--- src/rtl/cpu_swreset_gen.sv ---
module cpu_swreset_gen #(
  parameter int unsigned CLK_HZ   = 125_000_000,
  parameter int unsigned DELAY_NS = 14_000,
  parameter int unsigned WIDTH_NS = 6_000
) (
  input  logic clk,
  input  logic rst_n,
  input  logic reg_sel,
  input  logic reg_wr,
  input  logic reg_wdat,
  output logic reg_rdat,
  input  logic port_en,
  input  logic pol_hi,
  input  logic kbc_rst_n,
  output logic alt_rst_n,
  output logic rst_out
);
  localparam int unsigned DLY_CYC =
    int'((64'(CLK_HZ) * 64'(DELAY_NS) + 64'd999_999_999) / 64'd1_000_000_000);
  localparam int unsigned WID_CYC =
    int'((64'(CLK_HZ) * 64'(WIDTH_NS) + 64'd999_999_999) / 64'd1_000_000_000);
  localparam int unsigned MAX_CYC = (DLY_CYC > WID_CYC) ? DLY_CYC : WID_CYC;
  localparam int CW = $clog2(MAX_CYC + 1);

  typedef enum logic [1:0] {S_IDLE, S_WAIT, S_LOW} st_t;

  st_t           st;
  logic [CW-1:0] cnt;
  logic          req;
  logic [1:0]    ksync;
  logic          wr_hit;
  logic          comb_n;

  assign wr_hit = reg_sel && reg_wr && port_en;

  always_ff @(posedge clk or negedge rst_n) begin
    if (!rst_n) begin
      req   <= 1'b0;
      st    <= S_IDLE;
      cnt   <= '0;
      ksync <= 2'b11;
    end else begin
      ksync <= {ksync[0], kbc_rst_n};
      if (!port_en) begin
        st  <= S_IDLE;
        cnt <= '0;
      end else begin
        if (wr_hit) begin
          if (!reg_wdat) begin
            req <= 1'b0;
          end else if (!req && st == S_IDLE) begin
            req <= 1'b1;
            st  <= S_WAIT;
            cnt <= '0;
          end
        end
        case (st)
          S_WAIT:
            if (cnt == CW'(DLY_CYC - 1)) begin
              st  <= S_LOW;
              cnt <= '0;
            end else begin
              cnt <= cnt + 1'b1;
            end
          S_LOW:
            if (cnt == CW'(WID_CYC - 1)) begin
              st  <= S_IDLE;
              cnt <= '0;
            end else begin
              cnt <= cnt + 1'b1;
            end
          default: ;
        endcase
      end
    end
  end

  assign alt_rst_n = !((st == S_LOW) && port_en);
  assign comb_n    = ksync[1] & alt_rst_n;
  assign rst_out   = pol_hi ? !comb_n : comb_n;
  assign reg_rdat  = reg_sel && port_en && req;

endmodule


--- config.mk ---
export PLATFORM = sky130hd
export DESIGN_NAME = cpu_swreset_gen
export DESIGN_NICKNAME = d
export VERILOG_FILES = /design/src/rtl/cpu_swreset_gen.sv
export SDC_FILE = /design/constraint.sdc
export NUM_CORES = 1
export LEC_CHECK = 0
export BUFFER_PORTS_ARGS = -buffer_cell sky130_fd_sc_hd__buf_2
export CAP_MARGIN = 40
export CORE_MARGIN = 2
export CORE_UTILIZATION = 42
export CTS_CLUSTER_SIZE = 28
export DETAILED_ROUTE_END_ITERATION = 10
export PLACE_DENSITY_LB_ADDON = 0.3
export SYNTH_ARGS = -nofsm -noshare
export SYNTH_HDL_FRONTEND = slang
export SYNTH_SLANG_ARGS = --single-unit
--- constraint.sdc ---
create_clock -name clk -period 2.2 [get_ports clk]
set_clock_uncertainty 0.1 [all_clocks]
set_input_delay 0.33 -clock clk [delete_from_list [all_inputs] [get_ports clk]]
set_output_delay 0.33 -clock clk [all_outputs]
set_load 0.01 [all_outputs]
==> flow_metrics.tcl, run 1 <==
set metrics [dict create \
    status "finished, final reports clean" \
    syn_area_um2 953.4 \
    wl_met1_um 901 \
    grt_pass1_wl_um 3160 \
    drt_pass1_iterations 4 \
    syn2layout_area_growth_pct 13.39 \
    die-area_mm2 0.002667 \
    first_iter_violations 15 \
    clkTransAtPathRegs_ns 0.10 \
    synth_most_common_cell "dfrtp_1" \
    vias 777 \
    track_usage 0.1574 \
    wirelength_um 1764 \
    netlist_instances 96 \
    core_mm2 0.002170 \
    whs_path_depth 1 \
    power_w 0.0005607 \
    r2r_cells 7 \
    ys_warn_count 0 \
    hp-class "in -> reg" \
    start_kind "flip-flop" \
    crit_type "reg -> reg" \
    drt-vias-per-instance 5.630 \
    tritoncts "done" \
    fmax_mhz 489.3 \
    grt_overflow 0 \
    dieWidth_um 51.65 \
    wl_met2_um 802 \
    leakage_nw 0.4896 \
    final_cells 138 \
    rows 17 \
    synth_seq_cells 16 \
    layout-drive-gt1-share 0.1909 \
    cts_root_buf "clkbuf_4" \
    placedInstanceArea_mm2 0.001035 \
    cts.sinks 16 \
    syn_area_per_cell_um2 9.931 \
    initial_core_util 0.4394 \
    drcViolationCount 0 \
    wl_met3_um 48 \
    clk_latency_ns 0.28 \
    critPathRequiredTime_ns 2.27 \
    finalHoldViolations 0 \
    cap_violations 0 \
    dp_slack_ns 0.1799 \
    tns_ns 0 \
    ant_nets 0 \
    rsz0062_at_grt "false" \
    critPathCaptureType "flip-flop" \
    port_buffers 10 \
    grt_pass1_vias 703 \
    num_io_pins 11 \
    antenna_cells 0 \
    dp_hpwl_um 1325 \
    final_nets 124 \
    postCtsSetupBuffers 0 \
    ys_seq_area_frac 0.4226 \
    slew_headroom 0.6874 \
    antenna_found_initial 0 \
    slew_violations 0 \
    grt_max_degree 19 \
    netlist.area_leader.share 0.3675 \
    worstMarginPinSlew_ns 0.4689 \
    wl_per_cell_um 12.78 \
    cts_max_level 1 \
    finalCriticalPeriod_ns 2.044 \
    ys_top_cells_by_area "dfrtp_1 37%, ha_1 6.6%, dfstp_2 5.5%, and3_1 5.2%, nand3_1 4.7%" \
    ys_async_sr_fraction 1.000 \
    synthTopCellsByCount "14 x dfrtp_1, 9 x nand3_1, 8 x and3_1, 6 x a21oi_1, 6 x inv_1" \
    setup_ws_ns 0.1563 \
    die_h_um 51.65 \
    syn-num-nets 109 \
    highest_layer "met4" \
    cts-buffers-inserted 3 \
    crit_arrival_ns 2.11 \
    ctsResizeCount 0 \
    ys.flop_type "dfrtp_1" \
    design_area_mm2 0.001081 \
    clock_path_buffers 2 \
    ir_worst_vdd_mv 0.3971 \
    synth_top_cell_by_area "dfrtp_1" \
    gp_congestion 0.7832 \
    pwr_density_cell_mw_per_mm2 518.7 \
    synth-edff-count 0 \
    min_period_over_period 0.9290 \
    placed_cells 133 \
    synth.distinct_cells 32 \
    worstPathMaxFanout 18 \
    setup_viol 0 \
]
==> routing by layer <==
layer | track usage | vias to the layer above
met5 | 0 | -
met4 | 0.06579 | 0
met3 | 0.02586 | 2
met2 | 0.2457 | 14
met1 | 0.2157 | 377
li1 | - | 384
==> repair_timing <==
item,4_1_cts,5_1_grt
endpoints found under the setup margin,0,0
hold buffers,1,0
hold endpoints to repair,14,0
==> logic make-up (layout without fill, tap and decap cells) <==
| family | count (synthesis) | in the layout | share of synthesized area |
|---|---|---|---|
| and+or+nand+nor | 41 | 41 | 0.2638 |
| adders and majority gates | 5 | 5 | 0.06562 |
| DFF | 16 | 16 | 0.4226 |
| xor gates and xnor gates | 3 | 3 | 0.02756 |
| buffers and inverters | 8 | 22 | 0.03543 |
| muxes | 1 | 1 | 0.01050 |
| AOI/OAI and AO/OA | 22 | 22 | 0.1745 |
==> critical path: stages, from the launching register on <==
cell and delay (ns):
dfrtp_1 0.42, inv_1 0.08, ha_1 0.13, nand4_1 0.16
and4bb_2 0.40, o22ai_4 0.17, and3_1 0.22, a221o_1 0.25
==> area by class of cell <==
class                      count  area [um2]
fill                         216        1089
multi-input combinational     72       516.7
sequential                    16       402.9
timing repair buffer          12       67.56
clock buffer                   4       36.28
tap                           28       35.03
inverter                       6       22.52
==> cell usage in the layout, fill, tap and decap left out, types with 2 or more instances in the layout <==
cell      count
dfrtp_1      14
buf_2        10
nand3_1       9
and3_1        8
inv_1         6
a21oi_1       6
nand2_1       5
nor2_1        5
ha_1          5
a22o_1        4
a31oi_1       4
nor2b_1       3
nand2b_1      3
clkbuf_4      3
nand4_1       2
o21ai_0       2
xnor2_1       2
dfstp_2       2
==> registers in the layout, indices dropped and copies added, names as in the netlist <==
register and cells:
ksync 2, req 1, st 2, cnt 11
==> power breakdown <==
| group | internal, W | total, W | leakage (nW) | switching, W |
|---|---|---|---|---|
| logic | 0.0000238 | 0.0000548 | 0.255 | 0.0000310 |
| registers | 0.000304 | 0.000313 | 0.213 | 0.00000866 |
| clock network | 0.000101 | 0.000193 | 0.0210 | 0.0000921 |
| total | 0.000429 | 0.000561 | 0.490 | 0.000132 |
==> stage by stage <==
stage	hold slack, ns	util
after floorplan	-0.06559	-
after detailed placement	0.1647	0.4769
final	0.03250	0.4983
after global placement	0.1586	0.4769
after global routing	0.003674	0.4983
after CTS	0.02198	0.4983
==> path summary, 6_finish.rpt <==
check                          start  endpoint  slack (ns)
setup / recovery              cnt[1]    cnt[9]        0.16
hold / removal             kbc_rst_n  ksync[0]        0.03
setup reg to reg              cnt[1]    cnt[9]        0.16
hold reg to reg             ksync[0]  ksync[1]        0.26
max in group asynchronous      rst_n  ksync[1]        1.32
min in group asynchronous      rst_n     st[0]        0.38
No activity file was read; power rests on OpenSTA's default activity.
==> inputs of run 2 (changes only) <==
Clock period 2.2 ns to 2.5 ns, I/O delays scaled along.
==> flow_metrics.tcl, run 2 (synthesis gave the netlist of run 1 again) <==
set metrics [dict create \
    final_cells 137 \
    min_period_over_period 0.8223 \
    reg.largest.list "cnt: 11 flops, ksync: 2 flops, st: 2 flops" \
    final_cell_mix "14 x dfrtp_1, 10 x buf_2, 9 x nand3_1, 8 x and3_1" \
    fmax_mhz 486.4 \
    crit_chain "inv_1, ha_1, nand4_1, and4bb_2, o22ai_4, and3_1, a221o_1" \
    crit_slowest_cell "dfrtp_1" \
    max_stage_delay_ns 0.42 \
    syn2layout_area_growth_pct 11.55 \
    cts_root_buf "clkbuf_4" \
    layout-drive-gt1-share 0.1743 \
    r2r-end "cnt[9]" \
    die-area_mm2 0.002667 \
    start_kind "flip-flop" \
    whs_path_depth 1 \
    grt_overflow 0 \
    setup_viol 0 \
    crit_type "reg -> reg" \
    power_w 0.0004669 \
    rsz0062_at_grt "false" \
    tns_ns 0 \
    r2r_cells 7 \
    power_switching_w 0.0001159 \
    critPathRequiredTime_ns 2.58 \
    ctsResizeCount 0 \
    track_usage 0.1486 \
    clock_path_buffers 2 \
    final_common_cell "dfrtp_1" \
    cts-buffers-inserted 3 \
    regMostFlops "cnt" \
    register_area_um2 402.9 \
    clk_latency_ns 0.28 \
    power_frac_seq 0.589 \
    cts.sinks 16 \
    finalCriticalPeriod_ns 2.056 \
    design_area_mm2 0.001064 \
    dp_hpwl_um 1310 \
    num_io_pins 11 \
    die_h_um 51.65 \
    path_delay_family "simple AND/OR/NAND/NOR gates" \
    status "finished, final reports clean" \
    slew_violations 0 \
    pwr_density_cell_mw_per_mm2 439.1 \
    drt-vias-per-instance 5.482 \
    placed_cells 132 \
    wirelength_um 1753 \
    ir_worst_vdd_mv 0.2737 \
    antenna_found_initial 0 \
    drt_pass1_iterations 4 \
    grt_pass1_wl_um 2946 \
    largest_reg_flops 11 \
    clkTransAtPathRegs_ns 0.09 \
    initial_core_util 0.4394 \
    hold_path_end "ksync[0]" \
    rows 17 \
    critPathCaptureType "flip-flop" \
    finalHoldViolations 0 \
    cts_max_level 1 \
    gp_congestion 0.7849 \
    leakage_nw 0.4782 \
    hp-class "in -> reg" \
    placedInstanceArea_mm2 0.001027 \
    drcViolationCount 0 \
    grt_max_degree 19 \
    dieWidth_um 51.65 \
    first_iter_violations 11 \
    multiInputGateArea_um2 516.7 \
    worstPathMaxFanout 18 \
    grt_pass1_vias 671 \
    tritoncts "done" \
    worstHoldStart "kbc_rst_n" \
    port_buffers 10 \
    internal_power_w 0.0003511 \
    n_fill_cell 211 \
    p_clk_frac 0.305 \
    comb_power_share 0.106 \
    wl_per_cell_um 12.80 \
    vias 751 \
    reg2reg_from "cnt[1]" \
    slew_headroom 0.6918 \
    final_nets 123 \
    core_mm2 0.002170 \
    netSwitchingFraction 0.2482 \
    reg2reg_slack_ns 0.44 \
    cap_violations 0 \
    ant_nets 0 \
    path_buf_inv 1 \
    worstMarginPinSlew_ns 0.4623 \
    crit_arrival_ns 2.13 \
    antenna_cells 0 \
]
-- run 2: stage by stage --
stage          hold WS, ns    util  setup slack [ns]
6_report           0.08128  0.4902            0.4443
5_1_grt            0.06312  0.4902            0.3161
4_1_cts            0.07108  0.4902            0.4478
3_5_place_dp        0.2081  0.4735            0.4696
3_3_place_gp        0.2028  0.4735            0.5384
2_1_floorplan     -0.02059       -            0.6553
-- run 2: routing by layer --
metal	up-vias	GRT usage	share of wire
li1	380	-	-
met1	363	0.2085	0.51
met2	6	0.2308	0.47
met3	2	0.01724	0.018
met4	0	0.06579	0.0068
met5	-	0	0
-- run 2: power by group through the flow --
stage           logic, W  registers [W]  clock network (W)
6_report       0.0000496       0.000275           0.000142
2_1_floorplan  0.0000282       0.000278                  0
3_3_place_gp   0.0000467       0.000279                  0
4_1_cts        0.0000503       0.000275           0.000150
5_1_grt        0.0000572       0.000277           0.000161
3_5_place_dp   0.0000490       0.000280                  0
-- run 2: how the worst max path moves through the flow --
stage               cells after the start  endpoint  startpoint
finish                                  7    cnt[9]      cnt[1]
global route                            7    cnt[9]      cnt[1]
CTS                                     7    cnt[9]      cnt[1]
detailed placement                      7    cnt[9]      cnt[1]
global placement                        7    cnt[9]      cnt[1]
floorplan                               7    cnt[9]      cnt[1]
-- run 2: cell type report --
class	count	share of cell area
Multi-Input combinational cell	72	0.4859
Inverter	6	0.02118
Tap cell	28	0.03294
Clock buffer	4	0.02471
Timing Repair Buffer	11	0.05647
Sequential cell	16	0.3788
-- run 2: repair_timing --
action | CTS | global route
hold buffers | 1 | 0
endpoints found under the hold margin | 14 | 0
setup buffers | 0 | 0
==> inputs of run 3 (changes only) <==
Settings changed: ABC_AREA set to 1.
Clock period 2.5 ns to 1.75 ns, I/O delays scaled along.
==> flow_metrics.tcl, run 3 <==
set metrics [dict create \
    wirelength_um 2172 \
    whs_path_depth 3 \
    multiInputGateArea_um2 576.8 \
    setup_viol 0 \
    netlist.area_leader.share 0.3333 \
    ys_warn_count 0 \
    cts_max_level 1 \
    ys_async_sr_fraction 1.000 \
    worstMarginPinSlew_ns 0.3720 \
    slew_headroom 0.7520 \
    dp_slack_ns 0.1300 \
    regMostFlops "cnt" \
    antenna_found_initial 0 \
    grt_pass1_wl_um 3636 \
    hp-class "in -> reg" \
    ant_nets 0 \
    placed_cells 186 \
    die-area_mm2 0.002919 \
    drcViolationCount 0 \
    cts.sinks 16 \
    drt-vias-per-instance 4.866 \
    rsz0062_at_grt "true" \
    core_mm2 0.002432 \
    pwr_density_cell_mw_per_mm2 597.5 \
    crit_type "reg -> out" \
    synth_most_common_cell "nand2_1" \
    reg.largest.list "cnt: 11 flops, ksync: 2 flops, st: 2 flops" \
    min_period_over_period 0.9496 \
    synthTopCellsByCount "55 x nand2_1, 17 x inv_1, 15 x nand3_1, 14 x dfrtp_1, 12 x nor2_1" \
    synth-edff-count 0 \
    fmax_mhz 601.8 \
    vias 944 \
    status "finished, final reports clean" \
    synth_top_cell_by_area "dfrtp_1" \
    ir_worst_vdd_mv 0.3498 \
    final_nets 178 \
    die_h_um 54.03 \
    clock_path_buffers 2 \
    clkTransAtPathRegs_ns 0.10 \
    design_area_mm2 0.001215 \
    leakage_nw 0.6020 \
    dieWidth_um 54.03 \
    synth_seq_cells 16 \
    final_common_cell "nand2_1" \
    layout-drive-gt1-share 0.1829 \
    num_io_pins 11 \
    hold_ws_ns 0.1354 \
    worstPathMaxFanout 3 \
    ys.flop_type "dfrtp_1" \
    gp_congestion 0.8352 \
    grt_overflow 0 \
    final_cells 194 \
    clk_latency_ns 0.29 \
    critPathCaptureType "output port" \
    placedInstanceArea_mm2 0.001119 \
    wl_per_cell_um 11.20 \
    drt_pass1_iterations 4 \
    grt_max_degree 17 \
    cts-buffers-inserted 3 \
    initial_core_util 0.4321 \
    cts_root_buf "clkbuf_4" \
    reg2reg_slack_ns 0.16 \
    critPathRequiredTime_ns 1.39 \
    start_kind "flip-flop" \
    tns_ns 0 \
    setup_ws_ns 0.08819 \
    n_fill_cell 239 \
    port_buffers 10 \
    syn-num-nets 162 \
    finalHoldViolations 0 \
    netlist_instances 149 \
    r2r_cells 7 \
    largest_reg_flops 11 \
    track_usage 0.1692 \
    cap_violations 0 \
    rows 18 \
    final_cell_mix "54 x nand2_1, 15 x inv_1, 15 x nand3_1, 13 x dfrtp_1, 12 x nor2_1" \
    ys_top_cells_by_area "dfrtp_1 33%, nand2_1 20%, nand3_1 7.1%, inv_1 6.1%, ha_1 6.0%" \
    dp_hpwl_um 1623 \
    syn_area_per_cell_um2 7.054 \
    register_area_um2 404.1 \
    ys_seq_area_frac 0.3833 \
    syn2layout_area_growth_pct 15.60 \
    syn_area_mm2 0.001051 \
    synth.distinct_cells 21 \
    crit_arrival_ns 1.30 \
    finalCriticalPeriod_ns 1.662 \
    tritoncts "done" \
    first_iter_violations 17 \
    grt_pass1_vias 862 \
    slew_violations 0 \
    antenna_cells 0 \
]
[run 3: changes by cell type after synthesis, sizes merged, moves of 4 or more]
cell   delta
a22o      -4
a31oi     -4
and3      -8
inv      +11
nand2    +54
nand3     +6
nor2      +9
[run 3: area by class of cell]
class	instances	share of cell area
Clock buffer	4	0.02987
Tap cell	30	0.03090
Inverter	17	0.05561
Sequential cell	16	0.3326
Multi-Input combinational cell	112	0.4748
Timing Repair Buffer	15	0.07621
[run 3: repair_timing]
action                                 in CTS  in global routing
hold buffers                                2                  0
setup endpoints to repair                   1                  7
endpoints found under the hold margin      15                  0
gates resized for setup                     1                  6
pin swaps                                   0                  0
gates cloned                                0                  0
buffers inserted                            1                  1
[run 3: worst paths after layout]
path	from	end
setup reg to reg	st[1]	cnt[2]
hold / removal	port_en	st[1]
min in group asynchronous	rst_n	st[1]
max in group asynchronous	rst_n	ksync[1]
hold reg to reg	ksync[0]	ksync[1]
setup / recovery	st[0]	rst_out
[run 3: per-stage QoR]
step                total power [W]    util
finish                    0.0007260  0.4995
global route              0.0007583  0.4995
detailed placement        0.0004724  0.4599
global placement          0.0004698  0.4599
floorplan                 0.0004443       -
CTS                       0.0007177  0.4871
[run 3: worst max-delay path: stages (launching register included)]
cell and delay [ns]:
dfrtp_1 0.41, inv_2 0.10, ha_4 0.14, nand2_2 0.05, nand2_1 0.06, xnor2_1 0.10
buf_2 0.14
[run 3: layer usage]
| metal | vias to the layer above | part of all wire | GRT usage |
|---|---|---|---|
| li1 | 491 | - | - |
| met1 | 437 | 0.50 | 0.2224 |
| met2 | 11 | 0.46 | 0.2927 |
| met3 | 5 | 0.022 | 0.01667 |
| met4 | 0 | 0.013 | 0.05000 |
| met5 | - | 0 | 0 |
[run 3: cell families after synthesis]
kind of cell	Yosys count	share of synthesized area
AOI/OAI and AO/OA	6	0.02976
xor gates and xnor gates	6	0.05001
adders and majority gates	5	0.05952
buffers and inverters	21	0.08690
DFF	16	0.3833
and+or+nand+nor	95	0.3905
[run 3: power breakdown]
group / internal, W / switching, W / total, W
combinational: 0.0000329 / 0.0000543 / 0.0000871
sequential: 0.000382 / 0.00000543 / 0.000387
clock: 0.000127 / 0.000125 / 0.000251
total: 0.000542 / 0.000184 / 0.000726
